`config.mk`:
```
export PLATFORM = sky130hd
export DESIGN_NAME = irq_group_bank
export DESIGN_NICKNAME = d
export VERILOG_FILES = /design/src/rtl/irq_bank_pkg.sv /design/src/rtl/irq_addr_dec.sv /design/src/rtl/irq_group_reg.sv /design/src/rtl/irq_rd_mux.sv /design/src/rtl/irq_group_bank.sv
export SDC_FILE = /design/constraint.sdc
export NUM_CORES = 1
export LEC_CHECK = 0
export BUFFER_PORTS_ARGS = -buffer_cell sky130_fd_sc_hd__buf_2
export CORE_MARGIN = 4
export CORE_UTILIZATION = 52
export CTS_BUF_LIST = sky130_fd_sc_hd__clkbuf_16
export DETAILED_ROUTE_END_ITERATION = 10
export HOLD_SLACK_MARGIN = 0.12
export PLACE_DENSITY = 0.81
export SLEW_MARGIN = 20
export SYNTH_ARGS = -nofsm -noshare
export SYNTH_HDL_FRONTEND = slang
export SYNTH_HIERARCHICAL = 1
export SYNTH_SLANG_ARGS = --single-unit
```
`constraint.sdc`:
```
create_clock -name clk -period 2.65 [get_ports clk]
set_input_delay 0.6625 -clock clk [delete_from_list [all_inputs] [get_ports clk]]
set_output_delay 0.6625 -clock clk [all_outputs]
set_load 0.05 [all_outputs]
```
`src/rtl/irq_bank_pkg.sv`:
```
package irq_bank_pkg;
  localparam int SRC_N   = 4;
  localparam int LVL_W   = 3;
  localparam int WORD_W  = 16;
  localparam int DET_LSB = 0;
  localparam int REQ_LSB = DET_LSB + SRC_N;
  localparam int EN_LSB  = REQ_LSB + SRC_N;
  localparam int LVL_LSB = EN_LSB + SRC_N;
  localparam int RSV_BIT = LVL_LSB + LVL_W;

  typedef struct packed {
    logic [LVL_W-1:0] lvl;
    logic [SRC_N-1:0] en;
    logic [SRC_N-1:0] req;
  } grp_state_t;

  function automatic logic [WORD_W-1:0] pack_word(grp_state_t s);
    logic [WORD_W-1:0] w;
    w = '0;
    w[LVL_LSB +: LVL_W] = s.lvl;
    w[EN_LSB  +: SRC_N] = s.en;
    w[REQ_LSB +: SRC_N] = s.req;
    w[DET_LSB +: SRC_N] = s.en & s.req;
    return w;
  endfunction
endpackage

```
`src/rtl/irq_addr_dec.sv`:
```
module irq_addr_dec
  import irq_bank_pkg::*;
#(
  parameter int NUM_GROUPS = 18,
  parameter int ADDR_W     = 5
) (
  input  logic                  clk,
  input  logic                  rst_n,
  input  logic [ADDR_W-1:0]     addr,
  input  logic                  we,
  output logic [NUM_GROUPS-1:0] sel,
  output logic [NUM_GROUPS-1:0] wr_sel,
  output logic                  hit
);
  for (genvar g = 0; g < NUM_GROUPS; g++) begin : g_cmp
    assign sel[g]    = (addr == ADDR_W'(g));
    assign wr_sel[g] = sel[g] & we;
  end
  assign hit = |sel;

  // at most one group is written per cycle, and never on a miss
  assert_one_write_R11: assert property (@(posedge clk) disable iff (!rst_n)
    $onehot0(wr_sel));
  assert_miss_no_write_R10: assert property (@(posedge clk) disable iff (!rst_n)
    !hit |-> (wr_sel == '0));
endmodule

```
`src/rtl/irq_group_reg.sv`:
```
module irq_group_reg
  import irq_bank_pkg::*;
(
  input  logic              clk,
  input  logic              rst_n,
  input  logic              wr_sel,
  input  logic [WORD_W-1:0] wdata,
  input  logic [SRC_N-1:0]  src,
  output logic [WORD_W-1:0] word,
  output logic [LVL_W-1:0]  level,
  output logic              pending
);
  grp_state_t st_q, st_d;

  always_comb begin
    st_d = st_q;
    if (wr_sel) begin
      st_d.lvl = wdata[LVL_LSB +: LVL_W];
      st_d.en  = wdata[EN_LSB  +: SRC_N];
    end
    for (int n = 0; n < SRC_N; n++) begin
      if (src[n])
        st_d.req[n] = 1'b1;
      else if (wr_sel && wdata[DET_LSB + n])
        st_d.req[n] = wdata[REQ_LSB + n];
    end
  end

  always_ff @(posedge clk or negedge rst_n) begin
    if (!rst_n) st_q <= '0;
    else        st_q <= st_d;
  end

  assign word    = pack_word(st_q);
  assign level   = st_q.lvl;
  assign pending = |word[DET_LSB +: SRC_N];

  assert_fields_load_R3: assert property (@(posedge clk) disable iff (!rst_n)
    wr_sel |=> (level == $past(wdata[LVL_LSB +: LVL_W])) &&
               (word[EN_LSB +: SRC_N] == $past(wdata[EN_LSB +: SRC_N])));

  for (genvar n = 0; n < SRC_N; n++) begin : g_chk
    assert_src_sets_R7: assert property (@(posedge clk) disable iff (!rst_n)
      src[n] |=> word[REQ_LSB + n]);
    assert_sticky_R7: assert property (@(posedge clk) disable iff (!rst_n)
      (word[REQ_LSB + n] && !(wr_sel && wdata[DET_LSB + n])) |=> word[REQ_LSB + n]);
    assert_masked_load_R5: assert property (@(posedge clk) disable iff (!rst_n)
      (wr_sel && wdata[DET_LSB + n] && !src[n]) |=>
        (word[REQ_LSB + n] == $past(wdata[REQ_LSB + n])));
    assert_unmasked_hold_R6: assert property (@(posedge clk) disable iff (!rst_n)
      (wr_sel && !wdata[DET_LSB + n] && !src[n]) |=> $stable(word[REQ_LSB + n]));
  end
endmodule

```
`src/rtl/irq_rd_mux.sv`:
```
module irq_rd_mux
  import irq_bank_pkg::*;
#(
  parameter int NUM_GROUPS = 18
) (
  input  logic                         clk,
  input  logic                         rst_n,
  input  logic [NUM_GROUPS-1:0]        sel,
  input  logic                         hit,
  input  logic [NUM_GROUPS*WORD_W-1:0] words,
  output logic [WORD_W-1:0]            rdata
);
  always_comb begin
    rdata = '0;
    for (int g = 0; g < NUM_GROUPS; g++)
      rdata = rdata | (words[g*WORD_W +: WORD_W] & {WORD_W{sel[g]}});
  end

  assert_unmapped_zero_R10: assert property (@(posedge clk) disable iff (!rst_n)
    !hit |-> (rdata == '0));
  assert_rsv_zero_R2: assert property (@(posedge clk) disable iff (!rst_n)
    !rdata[RSV_BIT]);
endmodule

```
`src/rtl/irq_group_bank.sv`:
```
module irq_group_bank
  import irq_bank_pkg::*;
#(
  parameter int NUM_GROUPS = 18,
  parameter int ADDR_W     = 5
) (
  input  logic                        clk,
  input  logic                        rst_n,
  input  logic [ADDR_W-1:0]           bus_addr,
  input  logic [WORD_W-1:0]           bus_wdata,
  input  logic                        bus_we,
  output logic [WORD_W-1:0]           bus_rdata,
  input  logic [NUM_GROUPS*SRC_N-1:0] irq_src,
  output logic [NUM_GROUPS*LVL_W-1:0] grp_level,
  output logic [NUM_GROUPS-1:0]       grp_pending
);
  localparam int WORDS_W = NUM_GROUPS * WORD_W;

  logic [NUM_GROUPS-1:0] sel, wr_sel;
  logic                  hit;
  logic [WORDS_W-1:0]    words;

  irq_addr_dec #(.NUM_GROUPS(NUM_GROUPS), .ADDR_W(ADDR_W)) u_dec (
    .clk(clk), .rst_n(rst_n), .addr(bus_addr), .we(bus_we),
    .sel(sel), .wr_sel(wr_sel), .hit(hit));

  for (genvar g = 0; g < NUM_GROUPS; g++) begin : g_grp
    irq_group_reg u_reg (
      .clk(clk), .rst_n(rst_n), .wr_sel(wr_sel[g]), .wdata(bus_wdata),
      .src(irq_src[g*SRC_N +: SRC_N]),
      .word(words[g*WORD_W +: WORD_W]),
      .level(grp_level[g*LVL_W +: LVL_W]),
      .pending(grp_pending[g]));

    // pending follows any set detection bit of the group
    assert_pending_R9: assert property (@(posedge clk) disable iff (!rst_n)
      grp_pending[g] == (words[g*WORD_W + DET_LSB +: SRC_N] != '0));
  end

  irq_rd_mux #(.NUM_GROUPS(NUM_GROUPS)) u_mux (
    .clk(clk), .rst_n(rst_n), .sel(sel), .hit(hit),
    .words(words), .rdata(bus_rdata));
endmodule

```
==> run metrics, run 1 <==
outcome=finished, violations left; failing checks=setup timing; number of global-route vias before repair=9386; crit-path max FO=16; Avg Synthesized Cell Area=11.8 um^2; Multi-input gate area=5520 um^2; drt total wl=36900 um; CTS Buf Count=17; Initial Utilization=0.537; Longest Clk Path Bufs=2; CTS Root Cell=clkbuf_16; Area Growth Syn to Fin=22.4%; YS warnings=6; first drt pass iteration count=5; VDD IR max=0.000502 V; TritonCTS clock tree=yes; TritonCTS Sinks=198; CP Launch Type=input port; Lkg Pwr=5.75 nW; IO Port Bufs=181; post-place setup slack=-0.602 ns; max-capacitance violation count=0; fin util=0.657; n_diodes=0; Max Slew Vio Count=0; htree depth=4; fillcell total=1509; nets=1206; # setup viols final=15; synthesized instance count=934; relative slew slack=0.484; final setup TNS=-5.86 ns; CP Capture Type=primary output; largest net degree at the start of global routing=61; WP data arrival=2.46 ns; clock transition time at the flip-flop clock pins of the worst setup and hold paths=0.08 ns; RSZ-0062 raised after global routing=yes; placed cells=1357; die area=23600 um^2; num rows=52; Die Y=153 um; Mapped Nets=1030; Ports=184; Die Span X=153 um; Critical Path RT=1.99 ns; layout cells sized above 1=0.366; flop2flop setup slack=1.58 ns; post-route ant nets=0; PD cells=680 nW/um^2; first-pass GRT wire length=55800 um; first-iteration detailed-routing DRC count=1205; clock latency on the worst-skew pair=0.44 ns; Cell Area, Synth=11000 um^2; number of remaining DRC errors=0; GRT Overall Usage=0.307; Final Hold Fails=0; DR vias/cell=6.69; Hold WC Path Type=input port to asynchronous set/reset pin; Non-Filler Instances=1392; routed via count=9308; Placer Congestion=1.04; core footprint=20500 um^2; minimum clock period=3.12 ns; fin crit share=1.18; Avg WL per Cell=26.5 um; antenna violations before repair=3; maximum clock rate=0.320 GHz; Worst Setup Slack, final=-0.471 ns; actual slew at the worst max-slew pin=0.774 ns; grt total ovfl=0; Worst Setup Path Type=input port to primary output; Final Skew=0 ns; post-DP HPWL=25600 um; Sequential cell area=4950 um^2
## worst max-delay path, cell delays in order
cell and delay, ns:
buf_12 0.11, or4b_4 0.59, nor2_4 0.14, buf_12 0.16, a22o_1 0.16, a221oi_1 0.05, and3_1 0.23, nand4_1 0.16
buf_6 0.18
## sequential cells by signal, indices dropped and copies added (netlist names)
| register | flops |
|---|---|
| g_grp.u_reg/level | 54 |
| g_grp.u_reg/word | 144 |
## metrics by stage
step	instance area, um^2	hold WS [ns]	total power, mW
2_1_floorplan	11000	0.367	5.73
3_3_place_gp	12300	0.484	6.31
3_5_place_dp	12300	0.496	6.38
4_1_cts	13300	0.198	9.12
5_1_grt	13500	0.211	9.48
6_report	13500	0.181	9.17
## report_power, final
part	leakage [nW]	switching, mW	total (mW)	internal (mW)
combinational	3.21	1.85	2.77	0.920
clock	0.292	1.23	2.65	1.42
sequential	2.24	0.347	3.75	3.40
total	5.75	3.42	9.17	5.74
## area by class of cell
cell class,instances,area share
multi-input cells,604,0.410
well taps,270,0.0251
repair buffers,288,0.153
flip-flops and latches,198,0.368
clock buffers,17,0.0316
inverters,1,0.000279
clock inverters,14,0.0124
## what timing repair did
| item | in CTS | in global routing |
|---|---|---|
| gates resized for setup | 81 | 30 |
| endpoints found under the hold margin | 0 | 0 |
| endpoints found under the setup margin | 15 | 15 |
| pin swaps | 10 | 6 |
| buffers inserted | 1 | 0 |
| gates cloned | 2 | 1 |
| hold buffers | 0 | 0 |
## path summary, 6_finish.rpt
check,end,depth (start not counted),from
min in group clk,g_grp[3].u_reg/word[7],2,irq_src[15]
max in group asynchronous,g_grp[15].u_reg/word[6],2,rst_n
worst min register to register,g_grp[17].u_reg/level[1],1,g_grp[17].u_reg/level[1]
worst max register to register,g_grp[14].u_reg/word[5],2,g_grp[14].u_reg/word[5]
worst max-delay path,bus_rdata[8],9,bus_addr[4]
worst min-delay path,g_grp[6].u_reg/level[0],1,rst_n
## metal layers
metal | global-route usage | up-vias | routed length, um
li1 | - | 3914 | -
met1 | 0.401 | 4689 | 14600
met2 | 0.493 | 563 | 17300
met3 | 0.0792 | 136 | 3390
met4 | 0.122 | 6 | 1580
met5 | 0 | - | 30
## placed cells by master (no fill, tap or decap), drive strengths merged, types with 2 or more instances in the layout
master	n
a21boi	72
a221oi	48
a22o	48
a22oi	48
a311o	72
and2	72
and3	16
buf	287
bufinv	2
clkbuf	18
clkinv	4
conb	18
dfrtp	198
inv	8
mux2	126
nand2b	3
nand4	16
nand4bb	3
nor2	31
nor3	3
nor4	2
or4	18
or4b	3
Note: power is estimated with default switching activity, not from simulation.
==> run 2, diff against run 1 <==
Settings changed: BUFFER_PORTS_ARGS -buffer_cell sky130_fd_sc_hd__buf_2 to unset, CORE_UTILIZATION 52 to 58, DONT_BUFFER_PORTS set to 1, PLACE_DENSITY 0.81 to 0.79, RECOVER_POWER set to 50.
==> run 2 against run 1 <==
  * The flow finishes with violations (hold timing, setup timing)
  * Global-route usage grew 0.95 points
  * Core utilization fell by 0.36 points
  * Sequential cell count stayed put
  * Worst setup slack better by 0.11 ns
  * Die area down 9.8%
  * Sequential power is 6.7% higher
  * Total power fell by 5.4%
  * Critical endpoint is now bus_rdata[10]
  * Largest power group unchanged
==> run metrics, run 2 (same netlist as run 1, synthesis figures left out) <==
first drt pass iteration count=6 (was 5); post-route ant nets=0 (unchanged); most common cell after layout, fill and taps aside=dfrtp_1 (unchanged); DR vias/cell=7.03 (was 6.69); CP peak stage delay=0.38 ns (was 0.59 ns); CP cell instances=or3b_1 -> nor2_1 -> buf_12 -> a22o_1 -> a221oi_1 -> and3_1 -> nand4_1 -> buf_12 (was buf_12 -> or4b_4 -> nor2_4 -> buf_12 -> a22o_1 -> a221oi_1 -> and3_1 -> nand4_1 -> buf_6); grt total ovfl=0 (unchanged); core footprint=18700 um^2 (was 20500 um^2); most used cell, CP=buf_12 (unchanged); Longest Clk Path Bufs=2 (unchanged); first-iteration detailed-routing DRC count=815 (was 1205); CP Launch Type=input port (unchanged); first-pass GRT wire length=51100 um (was 55800 um); nets=1022 (was 1206); post-place setup slack=-0.739 ns (was -0.602 ns); PD cells=709 nW/um^2 (was 680 nW/um^2); placed cells=1139 (was 1357); VDD IR max=0.000569 V (was 0.000502 V); Die Span X=146 um (was 153 um); fin area=12200 um^2 (was 13500 um^2); GRT Overall Usage=0.317 (was 0.307); Hold WC Path Type=input port to asynchronous set/reset pin (unchanged); relative slew slack=0.370 (was 0.484); failing checks=hold timing, setup timing (was setup timing); Die Y=146 um (was 153 um); clock latency on the worst-skew pair=0.44 ns (about the same); Reg power frac=0.461 (was 0.409); maximum clock rate=0.332 GHz (was 0.320 GHz); htree depth=4 (unchanged); max FFs per register=144 (unchanged); CTS Buf Count=17 (unchanged); Initial Utilization=0.588 (was 0.537); WP data arrival=2.35 ns (was 2.46 ns); Worst path slowest cell=a221oi_1 (was or4b_4); antenna violations before repair=0 (was 3); drt total wl=34200 um (was 36900 um); fin util=0.654 (was 0.657); # setup viols final=15 (unchanged); actual slew at the worst max-slew pin=0.945 ns (was 0.774 ns); crit-path max FO=15 (was 16); Clk network pwr share=0.292 (was 0.289); combinational share of power=0.248 (was 0.302); Final Skew=0 ns (unchanged); outcome=finished, violations left (unchanged); IO Port Bufs=0 (was 181); switch share=0.353 (was 0.374); CP Capture Type=primary output (unchanged); Cell Area, Placed=11500 um^2 (was 12300 um^2); number of remaining DRC errors=0 (unchanged); TritonCTS clock tree=yes (unchanged); minimum clock period=3.01 ns (was 3.12 ns); die area=21200 um^2 (was 23600 um^2); Hold WS=-0.0899 ns (was 0.181 ns); Worst Setup Path Type=input port to primary output (unchanged); commonest cells after routing, fill and taps aside=dfrtp_1 (198), mux2_1 (126), buf_4 (73), a311o_1 (72), a21boi_1 (71) (was dfrtp_1 (198), buf_2 (162), mux2_1 (126), buf_4 (82)); post-DP HPWL=23600 um (was 25600 um); Lkg Pwr=4.86 nW (was 5.75 nW); layout cells sized above 1=0.220 (was 0.366); num rows=50 (was 52); Worst Setup SP=bus_addr[0] (was bus_addr[4]); Switch Pwr=3.06 mW (was 3.42 mW); number of global-route vias before repair=8309 (was 9386); RSZ-0062 raised after global routing=yes (unchanged); Total Power=8.67 mW (was 9.17 mW); Worst Setup Slack, final=-0.361 ns (was -0.471 ns); Final Hold Fails=198 (was 0); Area Growth Syn to Fin=11.1% (was 22.4%); Ports=184 (unchanged); clock transition time at the flip-flop clock pins of the worst setup and hold paths=0.07 ns (was 0.08 ns); TritonCTS Sinks=198 (unchanged); fin crit share=1.14 (was 1.18); Placer Congestion=0.959 (was 1.04); Max Slew Vio Count=0 (unchanged); final setup TNS=-4.42 ns (was -5.86 ns); largest net degree at the start of global routing=199 (was 61); Reg2Reg Launch Point=g_grp[14].u_reg/level[2] (was g_grp[14].u_reg/word[5]); routed via count=8235 (was 9308); max-capacitance violation count=0 (unchanged); CTS Root Cell=clkbuf_16 (unchanged); Non-Filler Instances=1172 (was 1392); Avg WL per Cell=29.2 um (was 26.5 um); Critical Path RT=1.99 ns (about the same); n_diodes=0 (unchanged); Internal Pwr Total=5.61 mW (was 5.74 mW)
[run 2: cell types whose count changed in the layout (fill, tap and decap cells not counted), moves of 4 or more]
cell	previous run	this run
buf_12	15	21
buf_6	27	0
clkbuf_1	0	10
buf_4	82	73
a221oi_1	14	19
clkinvlp_4	1	5
a221oi_4	4	0
buf_2	162	0
[run 2: routing by layer]
layer	GRT usage	wire, um	part of all wire	vias up
li1	-	-	-	3529
met1	0.415	13400	0.39	4189
met2	0.498	15900	0.47	445
met3	0.102	3740	0.11	72
met4	0.112	1100	0.032	0
met5	0	0	0	-
[run 2: worst max-delay path, delay by kind of cell]
| kind | cells | cell delay, ns |
|---|---|---|
| and+or+nand+nor | 4 | 0.68 |
| AOI/OAI and AO/OA | 2 | 0.61 |
| buffers and inverters | 2 | 0.38 |
[run 2: layout make-up]
cell class,instances,area [um^2]
fillers,1367,6480
multi-input cells,604,5410
flip-flops and latches,198,4950
repair buffers,104,1010
clock buffers,17,425
well taps,234,293
clock inverters,14,135
inverters,1,7.51
[run 2: worst paths after layout]
path | cells after the start | endpoint | slack (ns)
setup / recovery | 8 | bus_rdata[10] | -0.36
hold / removal | 0 | g_grp[3].u_reg/word[5] | -0.09
setup reg to reg | 1 | g_grp[14].u_reg/level[2] | 1.54
hold reg to reg | 1 | g_grp[10].u_reg/word[11] | 0.51
max in group asynchronous | 0 | g_grp[7].u_reg/word[7] | 2.48
min in group clk | 1 | g_grp[3].u_reg/word[5] | 0.32
[run 2: repair_timing]
item,CTS,global route
pin swaps,4,4
gates resized for setup,24,23
endpoints found under the hold margin,198,198
cloned,0,1
setup endpoints to repair,15,15
setup buffers,1,0
[run 2: power by group through the flow]
stage               sequential (mW)  combinational (mW)  clock, mW
global placement               4.01                2.06          0
CTS                            3.98                2.12       2.54
floorplan                      4.24                1.48          0
detailed placement             4.03                2.10          0
finish                         4.00                2.15       2.53
global route                   4.05                2.24       2.67
